`config.mk`:
```
export PLATFORM = sky130hd
export DESIGN_NAME = dpx_ptr_fetch
export DESIGN_NICKNAME = d
export VERILOG_FILES = /design/src/rtl/dpx_pkg.sv /design/src/rtl/dpx_addr_calc.sv /design/src/rtl/dpx_fetch_seq.sv /design/src/rtl/dpx_ptr_fetch.sv
export SDC_FILE = /design/constraint.sdc
export NUM_CORES = 1
export LEC_CHECK = 0
export BUFFER_PORTS_ARGS = -buffer_cell sky130_fd_sc_hd__clkbuf_2
export CORE_UTILIZATION = 55
export DETAILED_ROUTE_END_ITERATION = 8
export GPL_ROUTABILITY_DRIVEN = 0
export HOLD_SLACK_MARGIN = 0.08
export PLACE_DENSITY = 0.83
export SETUP_SLACK_MARGIN = 0.1
export SYNTH_ARGS = -nofsm -noshare
export SYNTH_HDL_FRONTEND = slang
export SYNTH_SLANG_ARGS = --single-unit
```
`constraint.sdc`:
```
create_clock -name clk -period 3.97 [get_ports clk]
set_clock_uncertainty 0.05 [all_clocks]
set_input_delay 0.794 -clock clk [delete_from_list [all_inputs] [get_ports clk]]
set_output_delay 0.794 -clock clk [all_outputs]
set_load 0.05 [all_outputs]
```
`src/rtl/dpx_pkg.sv`:
```
package dpx_pkg;
  localparam int ADDR_W = 16;
  localparam int BYTE_W = 8;
  localparam int PAGE_W = ADDR_W - BYTE_W;

  typedef enum logic [1:0] {
    SQ_IDLE = 2'd0,
    SQ_GAP  = 2'd1,
    SQ_RDLO = 2'd2,
    SQ_RDHI = 2'd3
  } sq_state_e;
endpackage

```
`src/rtl/dpx_addr_calc.sv`:
```
module dpx_addr_calc
  import dpx_pkg::*;
(
  input  logic [ADDR_W-1:0] dbase_i,
  input  logic [ADDR_W-1:0] xidx_i,
  input  logic              xwide_i,
  input  logic [BYTE_W-1:0] opnd_i,
  input  logic              emu_i,
  output logic [ADDR_W-1:0] lo_addr_o,
  output logic [ADDR_W-1:0] hi_addr_o,
  output logic              extra_o,
  output logic              wrap_o
);
  logic [ADDR_W-1:0] x_eff;
  logic [ADDR_W-1:0] full_sum;
  logic [BYTE_W-1:0] page_off;
  logic              dl_zero;

  always_comb begin
    x_eff    = xwide_i ? xidx_i : {{PAGE_W{1'b0}}, xidx_i[BYTE_W-1:0]};
    full_sum = dbase_i + x_eff + {{PAGE_W{1'b0}}, opnd_i};
    page_off = x_eff[BYTE_W-1:0] + opnd_i;
    dl_zero  = (dbase_i[BYTE_W-1:0] == '0);
    wrap_o   = emu_i & dl_zero;
    extra_o  = ~dl_zero;
    if (wrap_o) begin
      lo_addr_o = {dbase_i[ADDR_W-1:BYTE_W], page_off};
      hi_addr_o = {dbase_i[ADDR_W-1:BYTE_W], page_off + {{(BYTE_W-1){1'b0}}, 1'b1}};
    end else begin
      lo_addr_o = full_sum;
      hi_addr_o = full_sum + {{(ADDR_W-1){1'b0}}, 1'b1};
    end
  end
endmodule

```
`src/rtl/dpx_fetch_seq.sv`:
```
module dpx_fetch_seq
  import dpx_pkg::*;
(
  input  logic              clk,
  input  logic              rst_n,
  input  logic              start_i,
  input  logic [ADDR_W-1:0] calc_lo_i,
  input  logic [ADDR_W-1:0] calc_hi_i,
  input  logic              calc_extra_i,
  output logic [ADDR_W-1:0] lo_addr_o,
  output logic [ADDR_W-1:0] hi_addr_o,
  output logic              extra_o,
  output logic              busy_o,
  output logic              mem_req_o,
  output logic [ADDR_W-1:0] mem_addr_o,
  input  logic              mem_rvalid_i,
  input  logic [BYTE_W-1:0] mem_rdata_i,
  output logic              done_o,
  output logic [ADDR_W-1:0] ptr_o
);
  sq_state_e         st_q, st_d;
  logic [ADDR_W-1:0] lo_q, hi_q, ptr_q;
  logic [BYTE_W-1:0] lob_q;
  logic              extra_q, done_q, done_d;
  logic              load_en, lob_en, ptr_en;

  always_comb begin
    st_d    = st_q;
    load_en = 1'b0;
    lob_en  = 1'b0;
    ptr_en  = 1'b0;
    done_d  = 1'b0;
    unique case (st_q)
      SQ_IDLE: if (start_i) begin
        load_en = 1'b1;
        st_d    = calc_extra_i ? SQ_GAP : SQ_RDLO;
      end
      SQ_GAP:  st_d = SQ_RDLO;
      SQ_RDLO: if (mem_rvalid_i) begin
        lob_en = 1'b1;
        st_d   = SQ_RDHI;
      end
      SQ_RDHI: if (mem_rvalid_i) begin
        ptr_en = 1'b1;
        done_d = 1'b1;
        st_d   = SQ_IDLE;
      end
      default: st_d = SQ_IDLE;
    endcase
  end

  always_ff @(posedge clk or negedge rst_n) begin
    if (!rst_n) begin
      st_q    <= SQ_IDLE;
      lo_q    <= '0;
      hi_q    <= '0;
      extra_q <= 1'b0;
      lob_q   <= '0;
      ptr_q   <= '0;
      done_q  <= 1'b0;
    end else begin
      st_q   <= st_d;
      done_q <= done_d;
      if (load_en) begin
        lo_q    <= calc_lo_i;
        hi_q    <= calc_hi_i;
        extra_q <= calc_extra_i;
      end
      if (lob_en) lob_q <= mem_rdata_i;
      if (ptr_en) ptr_q <= {mem_rdata_i, lob_q};
    end
  end

  assign lo_addr_o  = lo_q;
  assign hi_addr_o  = hi_q;
  assign extra_o    = extra_q;
  assign busy_o     = (st_q != SQ_IDLE);
  assign mem_req_o  = (st_q == SQ_RDLO) || (st_q == SQ_RDHI);
  assign mem_addr_o = (st_q == SQ_RDHI) ? hi_q : lo_q;
  assign done_o     = done_q;
  assign ptr_o      = ptr_q;

  p_req_hold_r8: assert property (@(posedge clk) disable iff (!rst_n)
    (mem_req_o && !mem_rvalid_i) |=> (mem_req_o && $stable(mem_addr_o)));
  p_done_pulse_r9: assert property (@(posedge clk) disable iff (!rst_n)
    done_o |=> !done_o);
  p_done_cause_r9: assert property (@(posedge clk) disable iff (!rst_n)
    $rose(done_o) |-> $past(mem_req_o && mem_rvalid_i));
  p_gap_r7: assert property (@(posedge clk) disable iff (!rst_n)
    (!busy_o && start_i && calc_extra_i) |=> (busy_o && !mem_req_o));
  p_nogap_r7: assert property (@(posedge clk) disable iff (!rst_n)
    (!busy_o && start_i && !calc_extra_i) |=> mem_req_o);
  p_start_ignored_r10: assert property (@(posedge clk) disable iff (!rst_n)
    (busy_o && start_i) |=> ($stable(lo_addr_o) && $stable(hi_addr_o)));
endmodule

```
`src/rtl/dpx_ptr_fetch.sv`:
```
module dpx_ptr_fetch
  import dpx_pkg::*;
(
  input  logic              clk,
  input  logic              rst_n,
  input  logic              start_i,
  input  logic [ADDR_W-1:0] dbase_i,
  input  logic [ADDR_W-1:0] xidx_i,
  input  logic              xwide_i,
  input  logic [BYTE_W-1:0] opnd_i,
  input  logic              emu_i,
  output logic [ADDR_W-1:0] lo_addr_o,
  output logic [ADDR_W-1:0] hi_addr_o,
  output logic              extra_o,
  output logic              busy_o,
  output logic              mem_req_o,
  output logic [ADDR_W-1:0] mem_addr_o,
  input  logic              mem_rvalid_i,
  input  logic [BYTE_W-1:0] mem_rdata_i,
  output logic              done_o,
  output logic [ADDR_W-1:0] ptr_o
);
  logic [1:0]        rst_sync_q;
  logic              rst_int_n;
  logic [ADDR_W-1:0] c_lo, c_hi;
  logic              c_extra, c_wrap;

  always_ff @(posedge clk or negedge rst_n) begin
    if (!rst_n) rst_sync_q <= 2'b00;
    else        rst_sync_q <= {rst_sync_q[0], 1'b1};
  end
  assign rst_int_n = rst_sync_q[1];

  dpx_addr_calc u_calc (
    .dbase_i  (dbase_i),
    .xidx_i   (xidx_i),
    .xwide_i  (xwide_i),
    .opnd_i   (opnd_i),
    .emu_i    (emu_i),
    .lo_addr_o(c_lo),
    .hi_addr_o(c_hi),
    .extra_o  (c_extra),
    .wrap_o   (c_wrap)
  );

  dpx_fetch_seq u_seq (
    .clk         (clk),
    .rst_n       (rst_int_n),
    .start_i     (start_i),
    .calc_lo_i   (c_lo),
    .calc_hi_i   (c_hi),
    .calc_extra_i(c_extra),
    .lo_addr_o   (lo_addr_o),
    .hi_addr_o   (hi_addr_o),
    .extra_o     (extra_o),
    .busy_o      (busy_o),
    .mem_req_o   (mem_req_o),
    .mem_addr_o  (mem_addr_o),
    .mem_rvalid_i(mem_rvalid_i),
    .mem_rdata_i (mem_rdata_i),
    .done_o      (done_o),
    .ptr_o       (ptr_o)
  );

  p_same_page_r6: assert property (@(posedge clk) disable iff (!rst_int_n)
    c_wrap |-> (c_hi[ADDR_W-1:BYTE_W] == c_lo[ADDR_W-1:BYTE_W]));
  p_base_page_r2: assert property (@(posedge clk) disable iff (!rst_int_n)
    c_wrap |-> (c_lo[ADDR_W-1:BYTE_W] == dbase_i[ADDR_W-1:BYTE_W]));
endmodule

```
==> metrics.txt, run 1 <==
status finished, final reports clean; Post-synth ARST share 100%; period utilization approximately 90%; Critical Path AT between 3000 and 4000 ps; core area between 7000 and 8000 µm²; Netlist Area Pre-Place roughly 4500 µm²; clk root buf clkbuf_8; r2r setup slk roughly 1600 ps; share of cells above drive strength 1 a little over a third; vias per inst ~5.6; # clock sinks 62; CTS Buf Count 9; initial core utilization around 57%; Die Y 92.1 µm; Post-Synth Simple-Gate Area around 14%; Filler cells between 600 and 700; Worst Path Buf+Inv 2; Post CTS Setup Buffer Count 0; vias post-DR 3,875; synth top area cells dfrtp_1 (35%), mux2_2 (10%), ha_1 (9.5%), xnor2_1 (4.9%), fa_1 (4.5%); Lkg Pwr approximately 2.7 nW; RR Endpoint u_seq.ptr_o[15]$_DFFE_PN0P_; syn_nets between 500 and 600; hold slack ~180 ps; Synthesis Warnings 0; I/O pins roughly 120; fin. max-slew vios 0; drt first pass iters 7; max cap viols 0; CTS Buffer Depth 2; RSZ-0062 raised after global routing false; Max Clock Freq roughly 270 MHz; peak supply drop between 300 and 400 µV; drt wl/cell 14.8 µm; hold crit path type in2async; hpwl dp ~8400 µm; mean post-synth cell area between 9 and 10 µm²; post-cts hold buffer count 0; Slew @ Worst Pin 910 ps; row cnt 32; worst rel slew slack 39.3%; crit path to u_seq.hi_addr_o[10]$_DFFE_PN0P_; Clk Latency, worst-skew pair ~330 ps; Slowest Stage Delay on Critical Path 520 ps; largest family of logic cells by synthesized area compound AO/OA/AOI/OAI gates; Cell Pwr Density between 800 and 900 nW/µm²; setup violators final 0; #FFs+latches synth 62; Final Power 4.75 mW; Worst setup startpoint xidx_i[1]; CP required just over 4000 ps; NumNets Final 687; area of the multi-input gates 2800 µm²; Final min period roughly 3700 ps; DRC 0; largest net degree at the start of global routing 41; Worst path top cell family by delay simple AND/OR/NAND/NOR gates; area grow syn2layout 21.9%; DRT Wirelength 10,300 µm; post-synthesis xor/xnor area fraction 7.64%; post-synth top area share 34.7%; Final ANT Viol Nets 0; DRT iter0 DRCs 216; Worst-path clk slew approximately 80 ps; Die Wd 92.1 µm; CP cell instances clkbuf_2, fa_1, ha_1, inv_1, fa_2, xor2_1, or3b_1, nand3b_4, or4b_4, nor2_2, xnor2_1, a21oi_1, a21o_1; sequential fraction of the synthesis area between 30% and 40%; first-pass GRT wire length ~17,000 µm; Post-synth EDFFs 0; Critical-path top delay cell fa_1; antenna violations before repair 0; worst reg-to-reg path cell count 3; critical path class in2reg; Sequential Area 1550 µm²; mux cell area share after synthesis about a tenth; Hold Fails Final Rpt 0; Synth Area in Compound Gates ~16%; Total GRT Usage 25.5%; H-tree levels 3; adder-cell share of the synthesized area 14.0%; total grt overflow 0; Top FF cell, synth dfrtp_1; reg2reg start u_seq.st_q[1]$_DFFE_PN0P_; Buffers on Ports between 100 and 150; WP depth 13; crit start category input pin; CP Capture Type register; critical path peak fanout 3; Yosys cell types 56; CTS tree yes; cell count after synthesis 461; Antenna diodes 0; vias in the first global route 3,780; leading area contributor after synthesis dfrtp_1; Post-CTS Resized 0; die area about 8500 µm²
## cell usage in the layout, fill, tap and decap left out, types with 3 or more instances in the layout
cell type	instances
and2_1	8
a21oi_1	31
buf_4	14
nor2_1	34
ha_1	34
mux2_2	40
nand4_1	3
inv_1	13
a21o_1	9
a211oi_1	3
fa_1	9
o21a_1	6
nand3_1	8
clkbuf_8	9
o21ai_0	32
xnor2_1	25
dfrtp_1	61
and3_1	4
clkbuf_2	121
nor2b_1	3
nand2_1	52
nor3_1	6
a31oi_1	8
xor2_1	14
## kinds of logic after synthesis
| group | after synthesis |
|---|---|
| AO/OA/AOI/OAI | 111 |
| other | 1 |
| AND/OR/NAND/NOR | 131 |
| adder cells (fa/ha/maj) | 44 |
| XOR/XNOR | 39 |
| buffers and inverters | 31 |
| flip-flops | 62 |
| multiplexers | 42 |
## how the worst min path moves through the flow
stage | to | depth (start not counted)
after floorplan | rst_sync_q[1]$_DFF_PN0_ | 0
after global placement | u_seq.ptr_o[14]$_DFFE_PN0P_ | 0
after detailed placement | u_seq.lob_q[6]$_DFFE_PN0P_ | 0
after CTS | rst_sync_q[1]$_DFF_PN0_ | 1
after global routing | rst_sync_q[1]$_DFF_PN0_ | 1
final | rst_sync_q[0]$_DFF_PN0_ | 1
## power breakdown
group / switching [mW] / total (mW) / internal [mW]
clock: 0.258 / 0.554 / 0.296
combinational: 2.15 / 3.04 / 0.889
sequential: 0.226 / 1.16 / 0.935
## cells in the mapped netlist (3+ instances only)
library cell  number
a211oi_1           3
and3_1             4
nor3_1             6
nand4_1            3
a31oi_1            8
nand3_1            8
inv_1             13
xor2_1            14
nand2_1           52
a21o_1             9
xnor2_1           25
mux2_2            40
a21oi_1           31
fa_1              10
dfrtp_1           62
nor2_1            34
ha_1              34
and2_1             8
nor2b_1            3
o21ai_0           32
clkbuf_1          16
o21a_1             6
## registers in the layout, summed over array words and instances (netlist names)
register         cells
rst_sync_q           2
u_seq.hi_addr_o     16
u_seq.lob_q          8
u_seq.lo_addr_o     16
u_seq.ptr_o         16
u_seq.done_o         1
u_seq.extra_o        1
u_seq.st_q           2
## area by class of cell
type,count,area share (%)
Tap cell,102,2.34
Clock inverter,7,1.47
Clock buffer,9,2.27
Multi-Input combinational cell,368,51.5
Timing Repair Buffer,135,13.0
Inverter,13,0.896
Sequential cell,62,28.5
## per-stage QoR
step                      TNS (ps)  util (%)  cell area, µm²  std cells  setup slack, ps
final                            0      69.8            5450        696              300
after global routing             0      69.8            5450        696              135
after CTS                        0      69.8            5450        696              315
after detailed placement     -38.3      67.1            5240        680            -38.3
after global placement           0      67.1            5240        680             66.7
after floorplan                  0         -            4470        461              168
## layer usage
metal | track usage, % | wire, µm
met4 | 11.2 | 214
met5 | 0 | 0
met1 | 31.5 | 4430
met2 | 44.7 | 5200
met3 | 3.23 | 462
Note: power is estimated with default switching activity, not from simulation.
==> run 2, diff against run 1 <==
--- a/config.mk
+++ b/config.mk
@@ -5,11 +5,12 @@
 export SDC_FILE = /design/constraint.sdc
 export NUM_CORES = 1
 export LEC_CHECK = 0
-export BUFFER_PORTS_ARGS = -buffer_cell sky130_fd_sc_hd__clkbuf_2
+export BUFFER_PORTS_ARGS = -buffer_cell sky130_fd_sc_hd__buf_2
 export CORE_UTILIZATION = 55
 export DETAILED_ROUTE_END_ITERATION = 8
 export GPL_ROUTABILITY_DRIVEN = 0
 export HOLD_SLACK_MARGIN = 0.08
+export MAX_ROUTING_LAYER = met4
 export PLACE_DENSITY = 0.83
 export SETUP_SLACK_MARGIN = 0.1
 export SYNTH_ARGS = -nofsm -noshare
==> metrics.txt, run 2 (synthesized netlist as in run 1, its figures left out) <==
Antenna diodes 0 (unchanged); Clk Latency, worst-skew pair 330 ps (about the same); crit start category input pin; fin. max-slew vios 0 (unchanged); share of cells above drive strength 1 35.4% (+0.22 points); antenna violations before repair 0 (unchanged); NumNets Final 689 (+0.29%); r2r setup slk 1550 ps (about the same); Buffers on Ports 121 (unchanged); Max Clock Freq 278 MHz (+2.0%); Layout Cells excl Fill 698 (+0.29%); Critical Path AT 3780 ps (-60 ps); area of the multi-input gates 2800 µm² (unchanged); Critical-path top delay cell fa_1; Filler cells 613 (-0.65%); setup violators final 0 (unchanged); post-cts hold buffer count 0 (unchanged); RSZ-0062 raised after global routing false; status finished, final reports clean; Worst Path Buf+Inv 2 (unchanged); vias post-DR 3,869 (-0.15%); total grt overflow 0 (unchanged); Cell Pwr Density 878 nW/µm² (+0.61%); commonest non-fill, non-tap cell in the layout buf_2; most frequent cells in the layout buf_2 (121), dfrtp_1 (61), nand2_1 (52); CTS Buf Count 9 (unchanged); clk root buf clkbuf_8; largest net degree at the start of global routing 33 (-20%); Final ANT Viol Nets 0 (unchanged); period utilization 90.7% (-1.8 points); post-layout util 70.3% (+0.51 points); area grow syn2layout 22.8%; Final min period 3600 ps (-70.5 ps); Sequential Area 1550 µm² (unchanged); reg2reg start u_seq.st_q[0]$_DFFE_PN0P_; Placed Instances 682 (+0.29%); critical path class in2reg; DRC 0 (unchanged); die area 8490 µm² (unchanged); worst rel slew slack 40.3% (+0.97 points); CP required 4150 ps (about the same); hpwl dp 8370 µm (about the same); CTS tree yes; worst slack at placement 18.4 ps (+56.7 ps); row cnt 32 (unchanged); Post CTS Setup Buffer Count 0 (unchanged); CP Capture Type register; DRT iter0 DRCs 187 (-13%); peak supply drop 391 µV (+5.4%); drt wl/cell 14.8 µm (-0.26%); max cap viols 0 (unchanged); DRT Wirelength 10,300 µm (about the same); critical path peak fanout 3 (unchanged); Lkg Pwr 2.68 nW (+0.30%); I/O pins 122 (unchanged); setup TNS 0 ps (unchanged); Slew @ Worst Pin 896 ps (-14.5 ps); Die Y 92.1 µm (unchanged); Total GRT Usage 26.3% (+0.80 points); min setup slack post-route 371 ps (+70.5 ps); core area 7810 µm² (unchanged); Die Wd 92.1 µm (unchanged); CTS Buffer Depth 2 (unchanged); Worst-path clk slew 70 ps (about the same); drt first pass iters 4 (-3); Worst path top cell family by delay simple AND/OR/NAND/NOR gates; first-pass GRT wire length 17,200 µm (+0.61%); Hold Fails Final Rpt 0 (unchanged); initial core utilization 57.2% (unchanged); vias per inst 5.54 (-0.44%); CP cell instances buf_2, fa_1, ha_1, inv_1, fa_2, xor2_1, or3b_1, nand3b_4, or4b_4, nor2_2, xnor2_1, a21oi_1, a21o_1; Post-CTS Resized 0 (unchanged); hold crit path type in2async; Slowest Stage Delay on Critical Path 540 ps (+20 ps); # clock sinks 62 (unchanged); Worst setup startpoint dbase_i[1]; vias in the first global route 3,822 (+1.1%); H-tree levels 3 (unchanged)
## run 2: cell types whose count changed in the layout (fill, tap and decap cells not counted), sizes merged
cell / change
buf: +123
bufinv: +1
clkinv: -1
clkinvlp: -1
clkbuf: -121
inv: +1
## run 2: stage by stage
| stage | hold WS [ps] | power [mW] | area (µm²) |
|---|---|---|---|
| 2_1_floorplan | 281 | 3.48 | 4470 |
| 3_3_place_gp | 243 | 4.10 | 5260 |
| 3_5_place_dp | 241 | 4.20 | 5260 |
| 4_1_cts | 169 | 4.84 | 5490 |
| 5_1_grt | 161 | 5.08 | 5490 |
| 6_report | 180 | 4.82 | 5490 |
## run 2: layout make-up
type / instances / share of cell area, %
Timing Repair Buffer: 137 / 13.2
Sequential cell: 62 / 28.3
Clock inverter: 7 / 1.92
Clock buffer: 9 / 2.26
Tap cell: 102 / 2.33
Multi-Input combinational cell: 368 / 51.1
Inverter: 13 / 0.889
## run 2: routing by layer
layer,up-vias,GRT usage (%),part of all wire (%)
met5,-,-,0
met4,0,8.46,1.2
met3,9,3.48,4.4
met2,129,45.0,51
met1,1839,32.4,43
li1,1892,-,-
## run 2: power by group
group          internal (mW)  leakage, nW  switching (mW)
Sequential             0.935        0.741           0.214
Clock                  0.363        0.112           0.261
Combinational          0.905         1.83            2.14
Total                   2.20         2.68            2.61
## run 2: worst paths after layout
kind / cells past startpoint / endpoint
worst max-delay path: 13 / u_seq.hi_addr_o[10]$_DFFE_PN0P_
worst min-delay path: 1 / rst_sync_q[1]$_DFF_PN0_
worst max register to register: 3 / u_seq.ptr_o[11]$_DFFE_PN0P_
worst min register to register: 0 / u_seq.lob_q[6]$_DFFE_PN0P_
max in group asynchronous: 1 / u_seq.hi_addr_o[11]$_DFFE_PN0P_
min in group clk: 0 / rst_sync_q[1]$_DFF_PN0_
